<file path="src/rtl/cfgseq_pkg.sv">
package cfgseq_pkg;

  localparam int unsigned MSEL_W = 5;

  localparam logic [3:0] OFS_STAT  = 4'h0;
  localparam logic [3:0] OFS_CTL   = 4'h4;
  localparam logic [3:0] OFS_TRAIL = 4'h8;

  typedef enum logic [2:0] {
    PH_PWRUP   = 3'd0,
    PH_RESET   = 3'd1,
    PH_CFG     = 3'd2,
    PH_INIT    = 3'd3,
    PH_USER    = 3'd4,
    PH_UNKNOWN = 3'd5
  } phase_e;

  typedef struct packed {
    logic       wide;
    logic       xfer;
    logic [1:0] ratio;
    logic       pull;
    logic       nce;
    logic       en;
  } ctl_t;

  function automatic logic mode_supported(input logic [MSEL_W-1:0] code);
    return (code <= 5'h0E) && (code[1:0] != 2'b11);
  endfunction

  function automatic logic [1:0] req_ratio(input logic [MSEL_W-1:0] code);
    logic [1:0] r;
    if (!code[3])               r = code[1:0];
    else if (code[1:0] == 2'd0) r = 2'd0;
    else                        r = 2'(code[1:0] + 2'd1);
    return r;
  endfunction

endpackage

</file>
<file path="src/rtl/cfg_regs.sv">
module cfg_regs
  import cfgseq_pkg::*;
#(
  parameter int unsigned ADDR_W = 4,
  parameter int unsigned CNT_W  = 16
) (
  input  logic              clk,
  input  logic              rst_n,
  input  logic              bus_wr,
  input  logic [ADDR_W-1:0] bus_addr,
  input  logic [31:0]       bus_wdata,
  output logic [31:0]       bus_rdata,
  input  logic [MSEL_W-1:0] msel_pins,
  input  phase_e            phase,
  input  logic              busy,
  input  logic              drop,
  input  logic              trail_done,
  output ctl_t              ctl,
  output logic              mode_bad,
  output logic              trail_wr,
  output logic [CNT_W-1:0]  trail_n
);

  ctl_t              ctl_q, ctl_d;
  logic              err_q, err_d;
  logic              done_q, done_d;
  logic [MSEL_W-1:0] msel_q;
  logic              wr_stat, wr_ctl;
  logic              unused_bits;

  assign wr_stat     = bus_wr && (bus_addr == ADDR_W'(OFS_STAT));
  assign wr_ctl      = bus_wr && (bus_addr == ADDR_W'(OFS_CTL));
  assign trail_wr    = bus_wr && (bus_addr == ADDR_W'(OFS_TRAIL));
  assign trail_n     = bus_wdata[CNT_W-1:0];
  assign unused_bits = ^bus_wdata;

  always_comb begin
    ctl_d  = ctl_q;
    err_d  = err_q;
    done_d = done_q;
    if (wr_ctl) begin
      ctl_d.en    = bus_wdata[0];
      ctl_d.nce   = bus_wdata[1];
      ctl_d.pull  = bus_wdata[2];
      ctl_d.ratio = bus_wdata[7:6];
      ctl_d.xfer  = bus_wdata[8];
      ctl_d.wide  = bus_wdata[9];
    end
    if (wr_stat && bus_wdata[8])  err_d  = 1'b0;
    if (wr_stat && bus_wdata[10]) done_d = 1'b0;
    if (drop)       err_d  = 1'b1;
    if (trail_done) done_d = 1'b1;
  end

  always_ff @(posedge clk or negedge rst_n) begin
    if (!rst_n) begin
      ctl_q  <= '{wide: 1'b0, xfer: 1'b0, ratio: 2'd0, pull: 1'b0, nce: 1'b1, en: 1'b0};
      err_q  <= 1'b0;
      done_q <= 1'b0;
      msel_q <= '0;
    end else begin
      ctl_q  <= ctl_d;
      err_q  <= err_d;
      done_q <= done_d;
      msel_q <= msel_pins;
    end
  end

  assign ctl = ctl_q;
  assign mode_bad = !mode_supported(msel_q) || (ctl_q.wide != msel_q[3]) ||
                    (ctl_q.ratio != req_ratio(msel_q));

  always_comb begin
    case (bus_addr)
      ADDR_W'(OFS_STAT): bus_rdata = {20'd0, busy, done_q, mode_bad, err_q, msel_q, phase};
      ADDR_W'(OFS_CTL):  bus_rdata = {22'd0, ctl_q.wide, ctl_q.xfer, ctl_q.ratio, 3'd0,
                                      ctl_q.pull, ctl_q.nce, ctl_q.en};
      default:           bus_rdata = 32'd0;
    endcase
  end

  // a dropped data write raises the flag; it is held until cleared
  p_err_set_r6: assert property (@(posedge clk) disable iff (!rst_n) drop |=> err_q);
  p_err_sticky_r6: assert property (@(posedge clk) disable iff (!rst_n)
    err_q && !(wr_stat && bus_wdata[8]) |=> err_q);
  // end of a trailing run raises the done flag
  p_done_set_r9: assert property (@(posedge clk) disable iff (!rst_n) trail_done |=> done_q);

endmodule

</file>
<file path="src/rtl/cfg_phase.sv">
module cfg_phase
  import cfgseq_pkg::*;
(
  input  logic   clk,
  input  logic   rst_n,
  input  logic   pull_eff,
  input  logic   nstatus,
  input  logic   conf_done,
  input  logic   trail_done,
  output phase_e phase
);

  phase_e ph_q, ph_d;
  logic   cdone_q;

  always_comb begin
    ph_d = ph_q;
    if (pull_eff) begin
      ph_d = PH_RESET;
    end else begin
      case (ph_q)
        PH_RESET: if (nstatus) ph_d = PH_CFG;
        PH_CFG: begin
          if (!nstatus)                    ph_d = PH_UNKNOWN;
          else if (conf_done && !cdone_q)  ph_d = PH_INIT;
        end
        PH_INIT: begin
          if (!nstatus)        ph_d = PH_UNKNOWN;
          else if (trail_done) ph_d = PH_USER;
        end
        default: ph_d = ph_q;
      endcase
    end
  end

  always_ff @(posedge clk or negedge rst_n) begin
    if (!rst_n) begin
      ph_q    <= PH_PWRUP;
      cdone_q <= 1'b0;
    end else begin
      ph_q    <= ph_d;
      cdone_q <= conf_done;
    end
  end

  assign phase = ph_q;

  // request bit moves the phase to reset
  p_reset_entry_r3: assert property (@(posedge clk) disable iff (!rst_n)
    pull_eff |=> phase == PH_RESET);
  // done rising in configuration enters initialization
  p_init_entry_r4: assert property (@(posedge clk) disable iff (!rst_n)
    (phase == PH_CFG) && !pull_eff && nstatus && conf_done && !cdone_q |=> phase == PH_INIT);
  p_unknown_r4: assert property (@(posedge clk) disable iff (!rst_n)
    ((phase == PH_CFG) || (phase == PH_INIT)) && !pull_eff && !nstatus |=> phase == PH_UNKNOWN);
  // trailing run completion enters user mode
  p_user_entry_r9: assert property (@(posedge clk) disable iff (!rst_n)
    (phase == PH_INIT) && !pull_eff && nstatus && trail_done |=> phase == PH_USER);

endmodule

</file>
<file path="src/rtl/cfg_shift.sv">
module cfg_shift #(
  parameter int unsigned CNT_W = 16
) (
  input  logic             clk,
  input  logic             rst_n,
  input  logic             en,
  input  logic             wide,
  input  logic [1:0]       ratio,
  input  logic             may_accept,
  input  logic             dat_wr,
  input  logic [31:0]      dat_word,
  input  logic             trail_wr,
  input  logic [CNT_W-1:0] trail_n,
  output logic             busy,
  output logic             dclk,
  output logic [31:0]      data,
  output logic             drop,
  output logic             trail_done
);

  localparam logic [CNT_W-1:0] ONE = CNT_W'(1);

  logic [CNT_W-1:0] pulses_q, pulses_d;
  logic             tg_q, tg_d;
  logic [31:0]      word_q, word_d;
  logic             narrow_q, narrow_d;
  logic [1:0]       ratio_q, ratio_d;
  logic             trail_q, trail_d;
  logic             accept, trail_go, second;
  logic [CNT_W-1:0] beat_len, word_len, cur_beat;

  assign busy       = (pulses_q != '0);
  assign accept     = en && may_accept && !busy && dat_wr;
  assign drop       = dat_wr && !accept;
  assign trail_go   = en && !busy && !accept && trail_wr && (trail_n != '0);
  assign trail_done = en && busy && tg_q && (pulses_q == ONE) && trail_q;
  assign beat_len   = ONE << ratio;
  assign word_len   = wide ? beat_len : (beat_len << 1);
  assign cur_beat   = ONE << ratio_q;

  always_comb begin
    pulses_d = pulses_q;
    tg_d     = tg_q;
    word_d   = word_q;
    narrow_d = narrow_q;
    ratio_d  = ratio_q;
    trail_d  = trail_q;
    if (!en) begin
      pulses_d = '0;
      tg_d     = 1'b0;
    end else if (busy) begin
      if (tg_q) begin
        tg_d     = 1'b0;
        pulses_d = pulses_q - ONE;
      end else begin
        tg_d = 1'b1;
      end
    end else if (accept) begin
      pulses_d = word_len;
      tg_d     = 1'b0;
      word_d   = dat_word;
      narrow_d = !wide;
      ratio_d  = ratio;
      trail_d  = 1'b0;
    end else if (trail_go) begin
      pulses_d = trail_n;
      tg_d     = 1'b0;
      word_d   = '0;
      narrow_d = 1'b0;
      trail_d  = 1'b1;
    end
  end

  always_ff @(posedge clk or negedge rst_n) begin
    if (!rst_n) begin
      pulses_q <= '0;
      tg_q     <= 1'b0;
      word_q   <= '0;
      narrow_q <= 1'b0;
      ratio_q  <= '0;
      trail_q  <= 1'b0;
    end else begin
      pulses_q <= pulses_d;
      tg_q     <= tg_d;
      word_q   <= word_d;
      narrow_q <= narrow_d;
      ratio_q  <= ratio_d;
      trail_q  <= trail_d;
    end
  end

  assign second = narrow_q && (pulses_q <= cur_beat);
  assign dclk   = busy && tg_q;

  always_comb begin
    if (!busy)         data = '0;
    else if (!narrow_q) data = word_q;
    else if (second)    data = {16'd0, word_q[31:16]};
    else                data = {16'd0, word_q[15:0]};
  end

  // clearing enable stops any run
  p_abort_r2: assert property (@(posedge clk) disable iff (!rst_n) !en |=> !busy);
  // word held on the bus through the whole run
  p_word_hold_r7: assert property (@(posedge clk) disable iff (!rst_n)
    busy && !(tg_q && (pulses_q == ONE)) |=> $stable(word_q));
  // a write while busy leaves the current word in place
  p_busy_keep_r10: assert property (@(posedge clk) disable iff (!rst_n)
    busy && dat_wr |=> $stable(word_q));

endmodule

</file>
<file path="src/rtl/cfg_seq_top.sv">
module cfg_seq_top
  import cfgseq_pkg::*;
#(
  parameter int unsigned ADDR_W = 4,
  parameter int unsigned CNT_W  = 16
) (
  input  logic              clk,
  input  logic              rst_n,
  input  logic              bus_wr,
  input  logic [ADDR_W-1:0] bus_addr,
  input  logic [31:0]       bus_wdata,
  output logic [31:0]       bus_rdata,
  input  logic              dat_wr,
  input  logic [31:0]       dat_word,
  input  logic [4:0]        msel_pins,
  input  logic              tgt_nstatus,
  input  logic              tgt_conf_done,
  output logic              cfg_nconfig_n,
  output logic              cfg_nce_n,
  output logic              cfg_dclk,
  output logic [31:0]       cfg_data
);

  ctl_t             ctl;
  phase_e           phase;
  logic             mode_bad, busy, drop, trail_done, trail_wr;
  logic [CNT_W-1:0] trail_n;
  logic             sh_dclk, may_accept, pull_eff;
  logic [31:0]      sh_data;

  assign pull_eff   = ctl.en && ctl.pull;
  assign may_accept = ctl.xfer && (phase == PH_CFG) && !mode_bad;

  cfg_regs #(.ADDR_W(ADDR_W), .CNT_W(CNT_W)) u_regs (
    .clk(clk), .rst_n(rst_n), .bus_wr(bus_wr), .bus_addr(bus_addr),
    .bus_wdata(bus_wdata), .bus_rdata(bus_rdata), .msel_pins(msel_pins),
    .phase(phase), .busy(busy), .drop(drop), .trail_done(trail_done),
    .ctl(ctl), .mode_bad(mode_bad), .trail_wr(trail_wr), .trail_n(trail_n)
  );

  cfg_phase u_phase (
    .clk(clk), .rst_n(rst_n), .pull_eff(pull_eff), .nstatus(tgt_nstatus),
    .conf_done(tgt_conf_done), .trail_done(trail_done), .phase(phase)
  );

  cfg_shift #(.CNT_W(CNT_W)) u_shift (
    .clk(clk), .rst_n(rst_n), .en(ctl.en), .wide(ctl.wide), .ratio(ctl.ratio),
    .may_accept(may_accept), .dat_wr(dat_wr), .dat_word(dat_word),
    .trail_wr(trail_wr), .trail_n(trail_n), .busy(busy), .dclk(sh_dclk),
    .data(sh_data), .drop(drop), .trail_done(trail_done)
  );

  assign cfg_nconfig_n = !pull_eff;
  assign cfg_nce_n     = ctl.en ? ctl.nce : 1'b1;
  assign cfg_dclk      = ctl.en && sh_dclk;
  assign cfg_data      = ctl.en ? sh_data : 32'd0;

  // idle levels whenever the port is disabled
  p_idle_off_r2: assert property (@(posedge clk) disable iff (!rst_n)
    !ctl.en |-> cfg_nconfig_n && cfg_nce_n && !cfg_dclk && (cfg_data == 32'd0));
  // nothing is accepted outside the configuration phase
  p_no_take_r6: assert property (@(posedge clk) disable iff (!rst_n)
    dat_wr && (phase != PH_CFG) |-> drop);

endmodule

</file>
<file path="config.mk">
export PLATFORM = sky130hd
export DESIGN_NAME = cfg_seq_top
export DESIGN_NICKNAME = d
export VERILOG_FILES = /design/src/rtl/cfgseq_pkg.sv /design/src/rtl/cfg_regs.sv /design/src/rtl/cfg_phase.sv /design/src/rtl/cfg_shift.sv /design/src/rtl/cfg_seq_top.sv
export SDC_FILE = /design/constraint.sdc
export NUM_CORES = 1
export LEC_CHECK = 0
export BUFFER_PORTS_ARGS = -buffer_cell sky130_fd_sc_hd__buf_2
export CORE_MARGIN = 8
export CORE_UTILIZATION = 55
export CTS_BUF_LIST = sky130_fd_sc_hd__clkbuf_16
export DETAILED_ROUTE_END_ITERATION = 16
export PLACE_DENSITY = 0.95
export SLEW_MARGIN = 15
export SYNTH_ARGS = -nofsm -noshare
export SYNTH_HDL_FRONTEND = slang
export SYNTH_SLANG_ARGS = --single-unit
</file>
<file path="constraint.sdc">
create_clock -name clk -period 5.5 [get_ports clk]
set_input_delay 0.825 -clock clk [delete_from_list [all_inputs] [get_ports clk]]
set_output_delay 0.825 -clock clk [all_outputs]
set_load 0.005 [all_outputs]
</file>
---- Word level (Yosys, flattened, before mapping) ----
Index checks and enable logic that the tools add are counted.
storage, ports and cells
  input port bits ......................... 79
  register bits after elaboration ......... 71
  output and inout bits ................... 67
cells by class
  add/sub/neg operators ................... 2
  equal/unequal tests ..................... 14
  reductions and logical operators ........ 46
  multiplexer cells ....................... 35
  bitwise logic cells ..................... 1
  order comparisons ....................... 2
  shifts and indexed selects .............. 2
operators with widths
  operator                                              number
  2-to-1 mux 32 bit                                     5
  2-to-1 mux 16 bit                                     7
  nonzero test 16 bit                                   2
  << shifter 1 x 2 -> 16 bit, first input constant      2
  logical AND 1 bit                                     25
  case mux 12 bit (2 select lines)                      1
  2-to-1 mux 3 bit                                      6
  equality test 16 x 1 -> 1 bit, second input constant  1
  <= comparator 16 bit                                  1
  subtractor 16 x 1 -> 16 bit, second input constant    1
  2-to-1 mux 1 bit                                      13
  case mux 3 bit (3 select lines)                       1
  logical NOT 1 bit                                     7
  equality test 3 x 2 -> 1 bit, second input constant   2
  AND reduction 3 bit                                   2
  nonzero test 2 bit                                    3
  <= comparator 5 x 4 -> 1 bit, second input constant   1
  equality test 4 x 3 -> 1 bit, second input constant   1
  equality test 4 bit, second input constant            1
  logical NOT 4 bit                                     1
  2-to-1 mux 2 bit                                      2
  != test 4 x 1 -> 1 bit, second input constant         1
  != test 4 x 3 -> 1 bit, second input constant         1
  != test 4 bit, second input constant                  1
  13 further kinds                                      14

---- Logic depth before layout (Yosys ltp) ----
  depth after elaboration ................. 18
  depth in mapped cells ................... 10

---- Modules after synthesis ----
From an unflattened synthesis, not the netlist that was laid out.
second synthesis, totals
  cell total of the unflattened synthesis .. 526
  area total of the unflattened synthesis .. 4733.3 um^2
by module, submodules not included
  module       times used  cells each  area an instance (um^2)
  cfg_shift    1           356         3188.1
  cfg_regs     1           106         1031.0
  cfg_seq_top  1           41          267.8
  cfg_phase    1           23          246.5

---- Worst setup path before layout ----
OpenSTA, ideal clock, no wires.
  kind .................................... register to output
  from .................................... register u_shift.pulses_q[4]
  to ...................................... output port cfg_data[10]
  slack ................................... 2.491 ns
  cell stages (with the launch flop) ...... 9
  data required time ...................... 4.675 ns
  arrival ................................. 2.184 ns
  buffers on the path ..................... 3
  cells stage by stage .................... dfrtp_1 buf_6 or4_4 nor3_1 and2_1 clkbuf_1 clkbuf_1 nand3_1 a21oi_1
between the ends
  longest elaborated chain between the ends .. 6
  elaborated cells on any way between the ends .. 7
  classes of those cells .................. order compare: 1; mux: 4; reduce/logical: 2
RTL lines
  item                      line               RTL
  start: declaration        cfg_shift.sv:23    logic [CNT_W-1:0] pulses_q, pulses_d;
  start signal: assignment  cfg_shift.sv:83    pulses_q <= pulses_d;
  <= comparator 16 bit      cfg_shift.sv:92    assign second = narrow_q && (pulses_q <= cur_beat);
  logical AND 1 bit         cfg_shift.sv:92
  2-to-1 mux 16 bit         cfg_shift.sv:98    else if (second) data = {16'd0, word_q[31:16]};
  2-to-1 mux 32 bit         cfg_shift.sv:97    else if (!narrow_q) data = word_q;
  2-to-1 mux 32 bit *       cfg_shift.sv:96    if (!busy) data = '0;
  2-to-1 mux 32 bit *       cfg_seq_top.sv:56  assign cfg_data = ctl.en ? sh_data : 32'd0;
  end: declaration          cfg_seq_top.sv:21  output logic [31:0] cfg_data
Every way passes the cells marked *; elsewhere a longest branch is shown, timed or not.

---- Final worst setup path ----
  from .................................... register u_shift.ratio_q[1]
  to ...................................... output port cfg_data[6]
between the ends
  longest elaborated chain between the ends .. 7
RTL lines
  item                        line               RTL
  start: declaration          cfg_shift.sv:27    logic [1:0] ratio_q, ratio_d;
  start signal: assignment    cfg_shift.sv:87    ratio_q <= ratio_d;
  << shifter 1 x 2 -> 16 bit  cfg_shift.sv:39    assign cur_beat = ONE << ratio_q;
  <= comparator 16 bit        cfg_shift.sv:92
  logical AND 1 bit           cfg_shift.sv:92
  2-to-1 mux 16 bit           cfg_shift.sv:98
  2-to-1 mux 32 bit           cfg_shift.sv:97
  2-to-1 mux 32 bit           cfg_shift.sv:96
  2-to-1 mux 32 bit           cfg_seq_top.sv:56
No other way between the ends.

==> out/qor.yml <==
cts-htree-levels: 3
numCtsBuffers: 9
ys_warn_count: 0
holdWs_ps: 493
hpwlAfterDp_um: 9030
portBuffers: 109
start_util: 0.563
routedWlPerCell_um: 18.7
muxShareOfSynthArea: 0.0358
place_congestion: 0.908
r2r_slack_ps: 1920
die_area_um2: 10900
yosys.cell_types.count: 62
start_kind: "register"
die_x_um: 104
post_cts_buffers: 0
min-delay-start: "u_regs.done_q"
synth_top_area_share: 0.407
drt_wl_total_um: 12400
synth_area_per_cell_um2: 9.36
cp.required_ps: 4680
core_region_area_um2: 7650
cts_tree: "yes"
postRouteAntennaNets: 0
fp.dieH_um: 104
drive_gt1_frac: 0.276
slowest_stage: "o21ai_1"
syn_to_final_growth_pct: 18.7
placed_cells: 649
ys.flop_type: "dfrtp_1"
synthArstFlopShare: 1.00
vias_per_cell: 6.30
grt_pass1_vias: 4107
final.min_clock_period_ps: 4020
seq_area_frac_synth: 0.413
post-route-util: 0.668
rows: 32
numClockSinks: 71
rsz0062_at_grt: "false"
r2r_start: "u_shift.pulses_q[0]"
grt_max_degree: 72
synth_top_family_by_area: "compound AO/OA/AOI/OAI gates"
grt_pass1_wl_um: 20600
setup_viol: 0
clock_latency_ps: 330
finalPower_mw: 2.05
boundaryPins: 146
crit_fanout: 16
dr_total_vias: 4182
ctsRootBufferMaster: "clkbuf_16"
cpMostUsedCell: "o21a_1"
diodes: 0
slew_headroom: 0.176
max_freq_mhz: 249
power_density_nw_per_um2: 401
crit_start: "u_shift.ratio_q[1]"
synth_xor_area_frac: 0.0122
vdd_drop_max_mv: 0.300
critPathCaptureType: "primary output"
cts_resized: 0
crit_chain: "nand2b_1 > ha_1 > nor2b_1 > o21a_1 > o21a_1 > o21ai_1 > nand3_1 > a21oi_1 > buf_2"
synth_edf_count: 0
fin_cells: 664
power_leakage_nw: 2.41
finalClockSkew_ps: 7.69
hold_buffers: 0
drt_first_pass_iters: 5
post-route-period-util: 0.731
globalRouteOverflowTotal: 0
drv_slew: 0
netlist_area_um2: 4300
critPathBufInv: 1
critPathArrivalTime_ps: 3190
antenna_found_initial: 0
synth_adder_area_share: 0.0262
slowest_delay_ps: 940
yosys.area_share.simple: 0.211
clock_tree.buffer_depth: 2
synth_top_cells_by_area: "dfrtp_1 41%, a22o_1 7.5%, nand3_1 3.8%, o21ai_0 3.6%, buf_4 3.5%"
final_hold_viol_count: 0
layout.nets: 646
worstMarginPinSlew_ps: 1230
yosysTopAreaCell: "dfrtp_1"
drt-initial-drc-count: 299
maxCapViolCount: 0
yosys_register_bits: 71
worstHoldPathType: "reg -> reg"
groute.usage.overall: 0.224
drcViolationCount: 0
status: "completed"
clkSlewWorstSetupHoldPaths_ps: 60
setup_tns_ps: 0
critical_path.top_delay_family: "compound AO/OA/AOI/OAI gates"
syn_inst: 460
crit_type: "reg -> out"
synth_compound_area_frac: 0.230
## through the flow
stage          area [um^2]  setup WS (ps)
2_1_floorplan         4380           2490
3_3_place_gp          4840           2020
3_5_place_dp          4840           1920
4_1_cts               5100           1560
5_1_grt               5110           1390
6_report              5110           1480
## cell usage in the layout (no fill, tap or decap), drive strengths merged, types with 5 or more instances in the layout
cell type  instances
a22o              37
nor3               7
nand4              5
and3               6
nor2              18
nand2b             5
o21a               8
ha                 9
inv               10
nand3             33
nor4              15
and2              21
dfrtp             70
a21oi             27
o21ai             33
nand2             27
or4                9
conb              20
buf              116
mux2              11
clkbuf             9
## state kept, by name, summed over array words and instances, names as in the netlist, 2 cells and up
register and count:
u_shift.pulses_q 16, u_shift.word_q 32, u_shift.ratio_q 2, u_regs.msel_q 5, u_regs.ctl 7, u_phase.phase 3
## synth_stat cells (5+ instances only)
cell      count
a21oi_1      27
a22o_1       37
and2_1       21
and3_1        6
buf_2         6
buf_4        20
clkbuf_1     20
dfrtp_1      70
ha_1          9
inv_1         9
mux2_2       11
nand2_1      27
nand2b_1      5
nand3_1      33
nand4_1       5
nor2_1       18
nor3_1        7
nor4_1       13
o21a_1        8
o21ai_0      31
or4_1         8
## routing by layer
metal,GRT usage,part of all wire
met1,0.276,0.39
met2,0.367,0.48
met3,0.0669,0.12
met4,0.0714,0.014
met5,0,0
## kinds of logic (layout without fill, tap and decap cells)
family | after synthesis | after routing
simple gates | 162 | 162
xor+xnor | 6 | 6
other cells | 1 | 20
flops | 71 | 71
compound gates | 140 | 140
buf+inv | 57 | 140
fa+ha+maj | 9 | 9
mux | 14 | 14
## final cells by class
class	count	area, um^2
timing repair buffer	116	598
multi-input combinational	351	2310
tap	102	128
clock inverter	6	40.0
sequential	71	1780
fill	602	2540
clock buffer	9	225
inverter	9	33.8
## worst register-to-register path: stages (launching register included)
cell     delay (ps)
dfrtp_1         450
inv_1           110
ha_1            220
nor3b_1         710
nand4_1         740
a21o_1          390
o22ai_1         190
nand2_1         290
mux2_2          360
## path summary, 6_finish.rpt
| path | end | cells past startpoint |
|---|---|---|
| max in group asynchronous | u_shift.trail_q | 2 |
| min in group asynchronous | u_shift.word_q[18] | 2 |
| worst max register to register | u_shift.pulses_q[1] | 8 |
| worst min register to register | u_regs.done_q | 1 |
| worst max-delay path | cfg_data[6] | 9 |
| worst min-delay path | u_regs.done_q | 1 |
## power breakdown
part | total (mW) | switching, mW | leakage [nW] | internal (mW)
logic | 0.847 | 0.528 | 1.34 | 0.319
registers | 0.685 | 0.0958 | 0.941 | 0.589
clock network | 0.516 | 0.216 | 0.125 | 0.300
total | 2.05 | 0.840 | 2.41 | 1.21
Power figures use the tool's default switching activity.
